==> src/rtl/hs_seq_pkg.sv <==
package hs_seq_pkg;

    typedef enum logic [2:0] {
        ST_IDLE,
        ST_QUAL,
        ST_RAMP,
        ST_PGWAIT,
        ST_ON,
        ST_FAULT
    } seq_st_e;

    localparam int UNIT_W    = 12;
    localparam int MAX_UNITS = 3200;

    // qualification interval in 50 us units; all-zero code is the default
    function automatic logic [UNIT_W-1:0] qual_units(input logic [1:0] code);
        case (code)
            2'b01:   return UNIT_W'(10);
            2'b10:   return UNIT_W'(100);
            2'b11:   return UNIT_W'(3200);
            default: return UNIT_W'(1600);
        endcase
    endfunction

    // power-good delay (and holdoff) in 50 us units; all-zero code is the default
    function automatic logic [UNIT_W-1:0] pgd_units(input logic [2:0] code);
        case (code)
            3'b001:  return UNIT_W'(1);
            3'b010:  return UNIT_W'(5);
            3'b011:  return UNIT_W'(10);
            3'b100:  return UNIT_W'(30);
            3'b101:  return UNIT_W'(400);
            3'b110:  return UNIT_W'(1600);
            3'b111:  return UNIT_W'(3200);
            default: return UNIT_W'(100);
        endcase
    endfunction

endpackage

==> src/rtl/hs_sync2.sv <==
module hs_sync2 #(
    parameter int          WIDTH   = 1,
    parameter logic [WIDTH-1:0] RST_VAL = '0
) (
    input  logic             clk,
    input  logic             rst_n,
    input  logic [WIDTH-1:0] din,
    output logic [WIDTH-1:0] dout
);
    logic [WIDTH-1:0] meta_q;
    logic [WIDTH-1:0] sync_q;

    always_ff @(posedge clk or negedge rst_n) begin
        if (!rst_n) begin
            meta_q <= RST_VAL;
            sync_q <= RST_VAL;
        end else begin
            meta_q <= din;
            sync_q <= meta_q;
        end
    end

    assign dout = sync_q;
endmodule

==> src/rtl/hs_delay_sel.sv <==
module hs_delay_sel
    import hs_seq_pkg::*;
#(
    parameter int CLK_PER_UNIT = 5000,
    parameter int CNT_W        = 24
) (
    input  logic [1:0]       qual_sel,
    input  logic [2:0]       pgd_sel,
    output logic [CNT_W-1:0] qual_last,
    output logic [CNT_W-1:0] pgd_last
);
    localparam logic [CNT_W-1:0] CPU = CNT_W'(CLK_PER_UNIT);

    // terminal count = ticks - 1, since the counter starts at zero
    always_comb begin
        qual_last = CNT_W'(qual_units(qual_sel)) * CPU - CNT_W'(1);
        pgd_last  = CNT_W'(pgd_units(pgd_sel)) * CPU - CNT_W'(1);
    end
endmodule

==> src/rtl/hs_seq_ctrl.sv <==
module hs_seq_ctrl
    import hs_seq_pkg::*;
#(
    parameter int CLK_PER_UNIT = 5000
) (
    input  logic       clk,
    input  logic       rst_n,
    input  logic       seat_a_n,
    input  logic       seat_b_n,
    input  logic       master_en,
    input  logic       supply_ok,
    input  logic       gate_high,
    input  logic       drain_low,
    input  logic       pg_en,
    input  logic       fshut_n,
    input  logic       prot_fault,
    input  logic [1:0] qual_sel,
    input  logic [2:0] pgd_sel,
    input  logic       fshut_is_pg_en,
    output logic       gate_en,
    output logic       pg_n,
    output logic       fault_req
);
    localparam int CNT_W  = $clog2(MAX_UNITS * CLK_PER_UNIT + 1);
    localparam int N_SYNC = 9;
    // order: seat_a_n, seat_b_n, master_en, supply_ok, gate_high,
    //        drain_low, pg_en, fshut_n, prot_fault
    localparam logic [N_SYNC-1:0] SYNC_RST = 9'b110000010;

    typedef struct packed {
        seq_st_e          st;
        logic [CNT_W-1:0] cnt;     // qualify / pg delay / holdoff, by state
        logic             gh_seen;
        logic             ho_run;
        logic             ho_done;
        logic             gate;
        logic             pg_n;
        logic             fault;
    } ctl_t;

    logic [N_SYNC-1:0] raw_in, syn;
    logic sa_n_s, sb_n_s, men_s, sup_s, gh_s, dl_s, pgen_s, fsn_s, pf_s;
    logic all_ok_s;
    logic [CNT_W-1:0] qual_last, pgd_last;
    ctl_t ctl_d, ctl_q;

    assign raw_in = {seat_a_n, seat_b_n, master_en, supply_ok, gate_high,
                     drain_low, pg_en, fshut_n, prot_fault};

    hs_sync2 #(.WIDTH(N_SYNC), .RST_VAL(SYNC_RST)) u_sync (
        .clk   (clk),
        .rst_n (rst_n),
        .din   (raw_in),
        .dout  (syn)
    );

    assign {sa_n_s, sb_n_s, men_s, sup_s, gh_s, dl_s, pgen_s, fsn_s, pf_s} = syn;
    assign all_ok_s = ~sa_n_s & ~sb_n_s & men_s & sup_s;

    hs_delay_sel #(.CLK_PER_UNIT(CLK_PER_UNIT), .CNT_W(CNT_W)) u_dly (
        .qual_sel  (qual_sel),
        .pgd_sel   (pgd_sel),
        .qual_last (qual_last),
        .pgd_last  (pgd_last)
    );

    function automatic logic gate_state(input seq_st_e s);
        return (s == ST_RAMP) || (s == ST_PGWAIT) || (s == ST_ON);
    endfunction

    always_comb begin
        logic pg_on;
        ctl_d = ctl_q;
        unique case (ctl_q.st)
            ST_IDLE: begin
                ctl_d.cnt     = '0;
                ctl_d.gh_seen = 1'b0;
                ctl_d.ho_run  = 1'b0;
                ctl_d.ho_done = 1'b0;
                if (all_ok_s) ctl_d.st = ST_QUAL;
            end
            ST_QUAL: begin
                if (!all_ok_s) begin
                    ctl_d.st  = ST_IDLE;
                    ctl_d.cnt = '0;
                end else if (ctl_q.cnt == qual_last) begin
                    ctl_d.st  = ST_RAMP;
                    ctl_d.cnt = '0;
                end else begin
                    ctl_d.cnt = ctl_q.cnt + CNT_W'(1);
                end
            end
            ST_RAMP: begin
                if (gh_s) ctl_d.gh_seen = 1'b1;
                if ((ctl_q.gh_seen || gh_s) && dl_s) begin
                    ctl_d.st  = ST_PGWAIT;
                    ctl_d.cnt = '0;
                end
            end
            ST_PGWAIT: begin
                if (!dl_s) begin
                    ctl_d.st  = ST_RAMP;
                    ctl_d.cnt = '0;
                end else if (ctl_q.cnt == pgd_last) begin
                    ctl_d.st  = ST_ON;
                    ctl_d.cnt = '0;
                end else begin
                    ctl_d.cnt = ctl_q.cnt + CNT_W'(1);
                end
            end
            ST_ON: begin
                // holdoff window reuses the delay counter
                if (ctl_q.ho_run && !ctl_q.ho_done) begin
                    if (ctl_q.cnt == pgd_last) ctl_d.ho_done = 1'b1;
                    else                       ctl_d.cnt = ctl_q.cnt + CNT_W'(1);
                end
                if (ctl_q.ho_done && !fshut_is_pg_en && !fsn_s)
                    ctl_d.st = ST_FAULT;
            end
            ST_FAULT: begin
                if (!men_s) ctl_d.st = ST_IDLE;
            end
            default: ctl_d.st = ST_IDLE;
        endcase

        if (gate_state(ctl_q.st)) begin
            if (pf_s)           ctl_d.st = ST_FAULT;
            else if (!all_ok_s) ctl_d.st = ST_IDLE;
        end

        pg_on = (ctl_d.st == ST_ON) && pgen_s && dl_s &&
                (!fshut_is_pg_en || fsn_s);
        if (pg_on) ctl_d.ho_run = 1'b1;

        ctl_d.gate  = gate_state(ctl_d.st);
        ctl_d.pg_n  = ~pg_on;
        ctl_d.fault = (ctl_d.st == ST_FAULT);
    end

    always_ff @(posedge clk or negedge rst_n) begin
        if (!rst_n) begin
            ctl_q <= '{st: ST_IDLE, cnt: '0, gh_seen: 1'b0, ho_run: 1'b0,
                       ho_done: 1'b0, gate: 1'b0, pg_n: 1'b1, fault: 1'b0};
        end else begin
            ctl_q <= ctl_d;
        end
    end

    assign gate_en   = ctl_q.gate;
    assign pg_n      = ctl_q.pg_n;
    assign fault_req = ctl_q.fault;
endmodule

==> config.mk <==
export PLATFORM = sky130hd
export DESIGN_NAME = hs_seq_ctrl
export DESIGN_NICKNAME = d
export VERILOG_FILES = /design/src/rtl/hs_seq_pkg.sv /design/src/rtl/hs_sync2.sv /design/src/rtl/hs_delay_sel.sv /design/src/rtl/hs_seq_ctrl.sv
export SDC_FILE = /design/constraint.sdc
export NUM_CORES = 1
export LEC_CHECK = 0
export BUFFER_PORTS_ARGS = -buffer_cell sky130_fd_sc_hd__buf_4
export CORE_AREA = 8 8 120 133
export CTS_CLUSTER_DIAMETER = 30
export CTS_CLUSTER_SIZE = 10
export DETAILED_ROUTE_END_ITERATION = 8
export DIE_AREA = 0 0 128 141
export GPL_ROUTABILITY_DRIVEN = 1
export PLACE_DENSITY = 0.56
export RECOVER_POWER = 25
export SLEW_MARGIN = 20
export SYNTH_ARGS = -nofsm -noshare
export SYNTH_HDL_FRONTEND = slang
export SYNTH_SLANG_ARGS = --single-unit
==> constraint.sdc <==
create_clock -name clk -period 3.18 [get_ports clk]
set_input_delay 0.159 -clock clk [delete_from_list [all_inputs] [get_ports clk]]
set_output_delay 0.159 -clock clk [all_outputs]
set_load 0.005 [all_outputs]
* Word-level counts from Yosys, hierarchy flattened *
Cells that the tools add are included.

storage, ports and cells
  register bits = 51
  logic and storage cells = 97

operators by class
  $add $sub $neg = 3
  $mul = 2
  eq/ne operators = 26
  muxes and demuxes = 26
  bitwise logic cells = 6
  reduce and logical (&&, ||, !) cells = 24

operators by type and width
  cell                                                 count
  case mux 24 bit (5 select lines)                     1
  two-way mux 24 bit                                   4
  case mux 12 bit (7 select lines)                     1
  two-way mux 27 bit                                   3
  equality test 24 bit                                 2
  subtractor 24 x 1 -> 24 bit, second input constant   2
  multiplier 12 x 10 -> 21 bit, second input constant  2
  case mux 12 bit (3 select lines)                     1
  adder 24 x 1 -> 24 bit, second input constant        1
  equality test 3 bit, second input constant           8
  two-way mux 3 bit                                    8
  equality test 3 x 2 -> 1 bit, second input constant  6
  case mux 3 bit (6 select lines)                      1
  inequality test 2 bit, second input constant         4
  logical AND 1 bit                                    7
  equality test 3 x 1 -> 1 bit, second input constant  2
  logical OR 1 bit                                     6
  nonzero test 2 bit                                   3
  two-way mux 1 bit                                    5
  nonzero test 5 bit                                   1
  equality test 2 bit, second input constant           2
  case mux 1 bit (2 select lines)                      2
  AND reduction 4 bit                                  1
  AND 1 bit                                            3
  7 further kinds                                      11

* Depth between registers and ports, before layout *
  depth in word-level cells = 16
  gate-level depth with buffers = 30
  gate-level depth less buffers = 25

* By module *
A second synthesis with hierarchy kept.

second synthesis, totals
  cell total of the unflattened synthesis = 591
  area, all modules = 5,275.1 µm²

modules (own cells, without submodules)
  module        times used  cells each  area each (µm²)  seq. area each (µm²)
  hs_seq_ctrl   1           271         2,451.1          827.0
  hs_delay_sel  1           302         2,366.0          0.0
  hs_sync2      1           18          457.9            457.9

* Least setup slack after synthesis *
Ideal clock, no wire load.

  path kind = input -> register
  start = input port pgd_sel[2]
  end = register ctl_q[18] in the netlist's numbering
  setup time = 0.121 ns
  arrival = 6.392 ns
  required time = 3.059 ns
  setup slack = -3.333 ns
  stages = 26
  path through = clkbuf_1 nand2_1 nor2_1 inv_1 ha_1 or2_2 inv_1 fa_1 ha_1 fa_1 ha_1 ha_1 ha_1 clkbuf_1 and3_1 o211ai_1 a211oi_2 or3_4 nor4b_1 a211oi_1 or4_4 nor2_4 o22ai_2 buf_4 a21o_1 a22o_1

on the way
  word-level cells in the longest chain between the ends = 8
  elaborated cells on any way between the ends = 16
  classes of those cells = 1 x add/sub; 1 x mul; 9 x eq/ne; 4 x mux; 1 x reduce/logical

RTL lines
  item                                               RTL line                                source
  start, declared                                    hs_seq_ctrl.sv:18                       input logic [2:0] pgd_sel,
  equality test 3 bit, or another cell as far along  hs_seq_pkg.sv:27                        case (code)
  case mux 12 bit (7 select lines) *                 hs_seq_pkg.sv:27
  multiplier 12 x 10 -> 21 bit *                     hs_delay_sel.sv:17                      pgd_last = CNT_W'(pgd_units(pgd_sel)) * CPU - CNT_W'(1);
  subtractor 24 x 1 -> 24 bit *                      hs_delay_sel.sv:17
  equality test 24 bit *                             hs_seq_ctrl.sv:104, hs_seq_ctrl.sv:114
  two-way mux 24 bit                                 hs_seq_ctrl.sv:104                      end else if (ctl_q.cnt == pgd_last) begin
  two-way mux 27 bit                                 hs_seq_ctrl.sv:101                      if (!dl_s) begin
  case mux 24 bit (5 select lines)                   hs_seq_ctrl.sv:74                       unique case (ctl_q.st)
  end signal, assigned                               hs_seq_ctrl.sv:142                      ctl_q <= '{st: ST_IDLE, cnt: '0, gh_seen: 1'b0, ho_run: 1'b0,
  end signal, assigned                               hs_seq_ctrl.sv:145                      ctl_q <= ctl_d;
  end, declared                                      hs_seq_ctrl.sv:45                       ctl_t ctl_d, ctl_q;

Mark *: on every way between the ends. The rest lies on a longest branch, timed or not.
A chain may end at the register's enable or synchronous reset.

* Worst setup path after layout *
  start = input port pgd_sel[2]
  end = register ctl_q[15] in the netlist's numbering

The elaborated chain is that of the path after synthesis.

==> reports/metrics.cfg <==
[run_status]
status=finished with violations
violations=negative setup slack

[drt]
routed_wl_mm=15.16
post_drt_wl_per_cell_um=15.48
detailroute.via_count=5245
drtIter0Drc=185
dr.pass1.iters=4
routed_via_density=5.358
drc=0
ant_nets=0

[sta]
setup_viol=32
tns_ns=-69.12
slew_violations=0
hold_violations=0
fin_crit_sh=1.713
setup_ws_ns=-2.269
relSlewSlack=0.5891
fmax_mhz=183.5
rsz0062_at_grt=true
max_slew.worst_pin.slew_ns=0.6164
finClkSkew_ns=0.003051
finalCriticalPeriod_ns=5.449
hold_ws_ns=0.3401

[flow_run]
maxCapViolCount=0

[global_route]
grt_pass1_wl_mm=26.05
grt_overflow=0
grt_use_total=0.1736
antenna_found_initial=0
grt_max_degree=52
grt_pass1_vias=5569

[critical_path]
cp.required_ns=3.36
slowest_delay_ns=0.49
crit_path_max_fanout=12
path_class=input pin to register
reg2reg_depth=13
worst-path-stages=24
path_buf_inv=4
crit_family=adder cells
cp_slowest_cell=fa_1
crit_arrival_ns=5.63
crit_path_start_kind=input pin
end_kind=register
path_cells=buf_12 > nor2b_4 > o21a_1 > ha_1 > ha_2 > inv_2 > fa_1 > inv_2 > ha_4 > fa_1 > ha_4 > nand2_1 > o31a_1 > buf_6 > xnor2_4 > a2111oi_4 > xnor2_1 > nand4_1 > or4_4 > or4_4 > nor2_4 > o22ai_4 > nor2b_4 > a221o_1

[clock_tree]
insertion_delay_ns=0.30
path_clk_slew_ns=0.07
cts_root_buffer=clkbuf_16
tritoncts=yes
cts_buffers=5
clkSinkCount=51
cts_buffer_depth=2
h-tree-depth=2

[finish]
fin_util=0.5661
stdcell_area_mm2=0.007714
fillers=1232
multiInputGateArea_mm2=0.004329
seqCellArea_mm2=0.001285
syn_to_final_growth_pct=42.94
nNetsFinal=878
drive_above_1_share=0.3565
diodes=0

[yosys]
yosysTopAreaCellShare=0.2040
synth-edff-count=0
yosys-top-cells-area=dfrtp_1 (20%), ha_1 (14%), xnor2_1 (4.7%)
yosys.area.top_type=dfrtp_1
syn_inst=626
ys_seq_elements=51
ys_seq_area_frac=0.2381
synth_flop_cell=dfrtp_1
synth_cell_types=82
syn-cell-area_mm2=0.005396
yosysWarnings=0
synth_nets=714
async_reset_ff_frac=1.000
syn_area_per_cell_um2=8.620

[power]
leakage_nw=3.737
powerDensity_mw_per_mm2=295.6
peakVddDrop_v=0.0005692

[worst_hold_path]
hold_class=input pin to register
hold_depth=5

[place]
gp_congestion=0.8580
port_buffers=19
place_area_mm2=0.006855
hpwl_mm=11.60

[floorplan]
die_w_um=128
die-area_mm2=0.01805
start_util=0.3961
die_h_um=141
core-area_mm2=0.01363
rows=45
io_pins=20

power by group:
group          total [mW]  internal, mW  switching [mW]
logic                1.05         0.555           0.494
clock network       0.562         0.300           0.262
registers           0.669         0.663         0.00591
worst register-to-register path, cell delays in order (launching register included):
cell       delay (ns)
dfrtp_1          0.41
xnor2_1          0.30
nor2b_1          0.08
a2111oi_0        0.42
a21oi_1          0.08
a211oi_1         0.22
buf_4            0.16
nand4_1          0.08
or4_4            0.49
or4_4            0.48
nor2_4           0.16
o22ai_4          0.14
nor2b_4          0.23
a221o_1          0.30
cells in the mapped netlist (all sizes together) (7+ instances only):
cell,count
nand3,39
nand2b,7
clkbuf,25
a211oi,11
nor2b,11
nand4,7
o21ai,20
nand2,39
dfstp,7
o311ai,8
and2,11
dfrtp,44
o21a,8
buf,11
ha,62
nor2,53
fa,9
and3,15
xor2,18
a21o,22
inv,32
a22o,11
xnor2,30
a31oi,10
nor3,14
a21oi,23
metal layers:
metal  part of all wire  wire length (um)  global-route usage
met4              0.019               282             0.05514
met2               0.54              8118              0.3319
met5                  0                 0                   0
met3              0.024               371             0.01132
met1               0.42              6386              0.1987
what timing repair did:
action,4_1_cts,5_1_grt
hold buffers,10,0
hold endpoints to repair,53,0
endpoints found under the setup margin,32,32
gates cloned,5,0
buffers inserted,12,4
pin swaps,31,11
resized for setup,55,28
stage by stage:
step	setup slack, ns	cells	total power [mW]
5_1_grt	-2.499	979	2.419
4_1_cts	-2.225	975	2.257
2_1_floorplan	-2.840	626	1.257
3_3_place_gp	-2.819	940	1.579
6_report	-2.269	979	2.280
3_5_place_dp	-2.954	940	1.606
flip-flops by register name (all words and copies together) (netlist names):
| signal | cells |
|---|---|
| ctl_q | 30 |
| u_sync.dout | 9 |
| u_sync.meta_q | 9 |
| fault_req | 1 |
| pg_n | 1 |
| gate_en | 1 |
final timing paths:
path	endpoint	startpoint	slack [ns]
setup / recovery	ctl_q[15]	pgd_sel[2]	-2.27
hold / removal	pg_n	fshut_is_pg_en	0.34
setup reg to reg	ctl_q[15]	ctl_q[11]	-0.47
hold reg to reg	u_sync.dout[3]	u_sync.meta_q[3]	0.35
max in group asynchronous	ctl_q[14]	rst_n	2.34
min in group asynchronous	ctl_q[5]	rst_n	0.43
placed cells by master, fill, tap and decap left out, types with 8 or more instances in the layout:
| cell type | netlist | layout |
|---|---|---|
| xor2_1 | 18 | 17 |
| inv_1 | 31 | 26 |
| a211oi_1 | 10 | 9 |
| xnor2_1 | 29 | 27 |
| o21a_1 | 8 | 8 |
| o21ai_0 | 19 | 16 |
| nand3_1 | 39 | 36 |
| buf_6 | 2 | 13 |
| a31oi_1 | 10 | 9 |
| a21oi_1 | 23 | 19 |
| nor3_1 | 14 | 12 |
| ha_1 | 62 | 47 |
| ha_4 | 0 | 8 |
| dlygate4sd3_1 | 0 | 10 |
| fa_1 | 9 | 8 |
| dfrtp_1 | 44 | 44 |
| a21o_1 | 22 | 22 |
| nand2_1 | 39 | 37 |
| nor2_1 | 52 | 49 |
| clkbuf_4 | 0 | 9 |
| buf_4 | 4 | 152 |
| a22o_1 | 11 | 11 |
| and3_1 | 15 | 15 |
kinds of logic (layout without fill, tap and decap cells):
kind of cell,count (synthesis),in the layout,synth area share
adders and majority gates,71,71,0.1771
buffers and inverters,68,231,0.05356
DFF,51,51,0.2381
and+or+nand+nor,223,224,0.2135
xor gates and xnor gates,51,51,0.09205
muxes,4,4,0.007883
AOI/OAI and AO/OA,158,159,0.2177
cell type report:
class	instances	area share
Sequential cell	51	0.1666
Multi-Input combinational cell	509	0.5612
Timing Repair Buffer	191	0.2062
Inverter	32	0.01557
Clock buffer	5	0.01622
Tap cell	188	0.03049
Clock inverter	3	0.003731
(Power assumes the default switching activity.)
